[config.mk]
export PLATFORM = sky130hd
export DESIGN_NAME = adc_result_store
export DESIGN_NICKNAME = d
export VERILOG_FILES = /design/src/rtl/adc_result_store.sv
export SDC_FILE = /design/constraint.sdc
export NUM_CORES = 1
export LEC_CHECK = 0
export ABC_AREA = 1
export CORE_MARGIN = 1
export CORE_UTILIZATION = 50
export DETAILED_ROUTE_END_ITERATION = 6
export PLACE_DENSITY = 0.66
export SYNTH_ARGS = -nofsm -noshare
export SYNTH_HDL_FRONTEND = slang
export SYNTH_SLANG_ARGS = --single-unit
[constraint.sdc]
create_clock -name clk -period 11.05 [get_ports clk]
set_input_delay 2.21 -clock clk [delete_from_list [all_inputs] [get_ports clk]]
set_output_delay 2.21 -clock clk [all_outputs]
set_load 0.02 [all_outputs]
[src/rtl/adc_result_store.sv]
module adc_result_store #(
  parameter int RES_W = 10,
  parameter int OUT_W = 16,
  parameter int DEPTH = 16,
  localparam int AW   = $clog2(DEPTH)
) (
  input  logic             clk,
  input  logic             rst_n,
  input  logic [RES_W-1:0] res_data,
  input  logic             res_wr,
  input  logic             seq_done,
  input  logic             acq_start,
  input  logic [AW-1:0]    per_irq,
  input  logic [1:0]       ch_sel,
  input  logic             split_en,
  input  logic             fmt_left,
  input  logic             irq_clr,
  input  logic [AW-1:0]    rd_addr,
  output logic [OUT_W-1:0] rd_data,
  output logic             irq_flag,
  output logic             done_flag,
  output logic             fill_half,
  output logic             cfg_err
);
  localparam int HALF = DEPTH / 2;
  localparam int PAD  = OUT_W - RES_W;
  localparam int TW   = AW + 3;

  logic [RES_W-1:0] mem [DEPTH];
  logic [AW-1:0]    wptr, seq_cnt, wnext;
  logic [RES_W-1:0] word;
  logic [TW-1:0]    chans, total, limit;
  logic             evt;

  assign evt = seq_done && (seq_cnt == per_irq);

  always_comb begin
    if (split_en) wnext = {wptr[AW-1], wptr[AW-2:0] + 1'b1};
    else          wnext = wptr + 1'b1;
  end

  always_ff @(posedge clk) begin
    if (!rst_n) begin
      for (int i = 0; i < DEPTH; i++) mem[i] <= '0;
    end else if (res_wr) begin
      mem[wptr] <= res_data;
    end
  end

  always_ff @(posedge clk) begin
    if (!rst_n) begin
      wptr      <= '0;
      seq_cnt   <= '0;
      fill_half <= 1'b0;
    end else if (evt) begin
      seq_cnt   <= '0;
      fill_half <= split_en ? ~fill_half : 1'b0;
      wptr      <= (split_en && !fill_half) ? AW'(HALF) : '0;
    end else begin
      if (seq_done) seq_cnt <= seq_cnt + 1'b1;
      if (res_wr)   wptr    <= wnext;
    end
  end

  always_ff @(posedge clk) begin
    if (!rst_n) begin
      irq_flag  <= 1'b0;
      done_flag <= 1'b0;
    end else begin
      if (evt)            irq_flag <= 1'b1;
      else if (irq_clr)   irq_flag <= 1'b0;
      if (evt)            done_flag <= 1'b1;
      else if (acq_start) done_flag <= 1'b0;
    end
  end

  assign word    = mem[rd_addr];
  assign rd_data = fmt_left ? {word, {PAD{1'b0}}} : {{PAD{1'b0}}, word};

  assign chans   = (ch_sel == 2'b00) ? TW'(1) : (ch_sel == 2'b01) ? TW'(2) : TW'(4);
  assign total   = (TW'(per_irq) + TW'(1)) * chans;
  assign limit   = split_en ? TW'(HALF) : TW'(DEPTH);
  assign cfg_err = total > limit;
endmodule


After elaboration in Yosys (flattened, before gate mapping) --
Memory sizes are Yosys's and may differ from the RTL's. Cells that the tools add are included. Widths: inputs -> output; s select.
Storage, ports and cells: register bits after elaboration 11, RAM bits 160, input port bits 28, logic and storage cells 48, memories kept 1
Operators by class: $add $sub $neg 4, $mul 1, magnitude comparators 1, equal/unequal tests 3, muxes and demuxes 20, bitwise logic cells 2, reduce and logical (&&, ||, !) cells 10
Memories:
- mem | depth 16, bits a word 10, rd ports 1, clocked after memory_dff 0, wr ports 16, line 29 | logic [RES_W-1:0] mem [DEPTH];
Operator list (count):
- $mux 4 | 5
- $mux 16 | 1
- $mux 1 | 10
- $mux 10 | 1
- $reduce_or 10->1 | 1
- $add 4x1->4 const B | 2
- $gt 7x5->1 | 1
- $mul 5x3->7 | 1
- $mux 3 | 2
- $reduce_bool 2->1 | 3
- $add 4x1->5 const B | 1
- $mux 5 | 1
- $eq 4x4->1 | 1
- $add 3x1->3 const B | 1
- $eq 2x1->1 const B | 1
- $logic_and 1x1->1 | 2
- $logic_not 2->1 | 1
- $ne 2x1->1 const B | 1
- $not 1->1 | 2
- $reduce_and 2->1 | 1
- $reduce_or 2->1 | 1
- $logic_not 1->1 | 1

Logic depth before layout (Yosys ltp) --
depth after elaboration 5, depth in mapped cells 14, mapped depth without buffers 14

Worst setup path after synthesis --
Ideal clock, no wire load.
path kind input-to-output, start input per_irq[0], end output cfg_err, arrival 4552 ps, path slack 4288 ps, stages on the path 14, cell sequence ha_1 xor2_1 inv_1 nor2_1 fa_1 ha_1 inv_1 fa_1 xnor2_1 ha_1 a21oi_1 a41oi_1 nor2_1 nand2_1
On the way: longest elaborated chain between the ends 3
Ends and longest elaborated chain:
- start, declared | line 13 | input logic [AW-1:0] per_irq,
- $add 4x1->5 | line 81 | assign total = (TW'(per_irq) + TW'(1)) * chans;
- $mul 5x3->7 | line 81
- $gt 7x5->1 | line 83 | assign cfg_err = total > limit;
- end, declared | line 23 | output logic cfg_err
No other way between the ends.

Worst setup path in the final report --
Same ends and word-level chain as after synthesis.

==> run_results.csv <==
group,metric,value,unit
final_layout,mostFrequentLayoutCell,"nand2_1",
synth,ys_types,27,
setup_path,crit_slowest_cell,"clkdlybuf4s50_1",
final_layout,layout_common_cells,"nand2_1 (300), nor2_1 (204), edfxtp_1 (160), inv_1 (129), nand3_1 (108)",
die,row_count,48,
setup_path,worstPathCellList,"clkdlybuf4s50_1, ha_1, xor2_1, nand2_1, fa_1, fa_1, xnor2_1, ha_1, a21oi_1, a41oi_1, nor2_1, nand2_1, clkdlybuf4s50_1",
timing,final_hold_viol_count,0,
timing,max_freq,0.125,GHz
cts,cts_resized,0,
final_layout,nFillCells,1544,
power_and_ir_drop,ir_drop,0.119,mV
synth,syn-num-nets,1083,
synth,synth_area,8820,um^2
timing,post-route-period-util,0.722,
setup_path,worstPathArrival,5770,ps
cts,cts_tree,"yes",
timing,hold-worst-slack,469,ps
timing,final_max_slew_viol_count,0,
cts,cts.reportedPaths.clkPinSlew,60,ps
timing,tns,0,ps
grt,antenna_found_initial,0,
timing,fin_skew,9.67,ps
status,status,"completed",
grt,grt_overflow,0,
synth,yosys_warnings,0,
cts,cts_buffers,17,
hold_path,hp-class,"reg2reg",
grt,track_usage,0.252,
synth,yosysSeqAreaShare,0.570,
drt,via_per_inst,5.26,
cts,holdBufCountCts,0,
setup_path,crit_type,"in2out",
timing,max_slew.worst_pin.slew,1040,ps
power_and_ir_drop,p_total,1530,uW
power_and_ir_drop,power_density,155,nW/um^2
timing,setup_violations,0,
die,core,17200,um^2
placed_design,place.gp.congestion,0.823,
cts,h-tree-depth,4,
setup_path,endpoint_kind,"output port",
final_layout,drive_gt1_frac,0.0349,
synth,synth-seq-cells,171,
flow_run,maxCapViolations,0,
drt,drt-total-wl,21.8,mm
die,die_area,18200,um^2
drt,drt-initial-drc-count,708,
setup_path,cp.required,8840,ps
cts,cts.sinks,171,
grt,grt_start_max_net_pins,79,
drt,drtAntennaViolNets,0,
drt,dr.pass1.iters,5,
setup_path,path_max_fanout,6,
final_layout,insertedDiodeCount,0,
final_layout,area.growth.synth_to_final,12.0,%
cts,cts-root-buf,"clkbuf_16",
die,io_pins,48,
setup_path,max_stage_delay,590,ps
synth,syn_avg_cell_area,8.50,um^2
power_and_ir_drop,p_leak,0.00441,uW
cts,clockBufferDepth,2,
grt,grt_pass1_vias,6009,
final_layout,design_area,9870,um^2
final_layout,fin_nets,1094,
cts,postCtsSetupRepairBufs,0,
drt,vias,6759,
cts,clk_latency,440,ps
synth,syn_inst,1037,
timing,max-slew-margin-rel,0.307,
setup_path,cp-start-kind,"input pin",
die,die-width,135,um
timing,min_period,7980,ps
die,initial_utilization,0.512,
drt,drcViolationCount,0,
final_layout,final_core_utilization,0.573,
placed_design,dp_hpwl,13.7,mm
drt,wl_per_cell,17.0,um
grt,grt_pass1_wl,33.3,mm
die,die_h,135,um
placed_design,port_buffers,47,
timing,rsz0062_at_grt,"no",
placed_design,postPlaceCellArea,9270,um^2
[critical path, delay by kind of cell]
kind / cells / cell delay [ps]
adder cells (fa/ha/maj): 4 / 1530
XOR/XNOR: 2 / 410
buffers and inverters: 2 / 1160
AO/OA/AOI/OAI: 2 / 220
AND/OR/NAND/NOR: 3 / 240
[per-layer routing]
layer  wire [um]  up-vias  track usage  share of wire
met5           0        -            0              0
met4         371        0       0.0861          0.017
met3        1500       29       0.0462          0.069
met2       10200      265        0.397           0.47
met1        9740     3181        0.351           0.45
li1            -     3284            -              -
[sequential cells by signal, summed over array words and instances, names as in the netlist]
signal / flops
done_flag: 1
fill_half: 1
wptr: 4
irq_flag: 1
seq_cnt: 4
mem: 160
[power breakdown]
group / internal, uW / switching (uW)
clock network: 374 / 246
registers: 733 / 8.10
logic: 55.3 / 117
[synthesized netlist by cell type (all sizes together)]
| cell type | count | area share |
|---|---|---|
| a41oi | 1 | 0.00099 |
| o211ai | 3 | 0.0026 |
| nor2 | 204 | 0.087 |
| xor2 | 5 | 0.0050 |
| clkinv | 2 | 0.00085 |
| o21ai | 6 | 0.0034 |
| nor3b | 1 | 0.00085 |
| o22ai | 1 | 0.00071 |
| ha | 14 | 0.020 |
| fa | 4 | 0.0091 |
| a21oi | 20 | 0.011 |
| nand3 | 109 | 0.062 |
| nor3 | 1 | 0.00057 |
| inv | 131 | 0.056 |
| nand2 | 300 | 0.13 |
| xnor2 | 4 | 0.0040 |
| dfxtp | 11 | 0.025 |
| clkbuf | 18 | 0.0077 |
| buf | 42 | 0.030 |
| edfxtp | 160 | 0.54 |
[area by class of cell]
| class | instances | area [um^2] | area share |
|---|---|---|---|
| Sequential cell | 171 | 5020 | 0.509 |
| Multi-Input combinational cell | 673 | 2960 | 0.299 |
| Timing Repair Buffer | 52 | 503 | 0.0509 |
| Inverter | 133 | 502 | 0.0508 |
| Clock buffer | 17 | 425 | 0.0431 |
| Tap cell | 225 | 282 | 0.0285 |
| Clock inverter | 15 | 180 | 0.0182 |
[metrics by stage]
step,worst slack (ps),cells
floorplan,4290,1037
global placement,3150,1254
detailed placement,3060,1254
CTS,3060,1286
global route,2870,1286
finish,3070,1286
[kinds of logic (layout without fill, tap and decap cells)]
kind of cell             count (synthesis)  in the layout  synth area share
AO/OA/AOI/OAI                           31             31            0.0190
buffers and inverters                  193            217            0.0949
AND/OR/NAND/NOR                        615            615             0.278
XOR/XNOR                                 9              9           0.00894
flip-flops                             171            171             0.570
adder cells (fa/ha/maj)                 18             18            0.0289
[worst paths after layout]
kind / from / endpoint / slack, ps / cells past startpoint
hold reg to reg: done_flag / done_flag / 470 / 2
setup / recovery: per_irq[0] / cfg_err / 3070 / 13
setup reg to reg: wptr[0] / mem[15][6] / 8600 / 5
hold / removal: done_flag / done_flag / 470 / 2
Note: power is estimated with default switching activity, not from simulation.
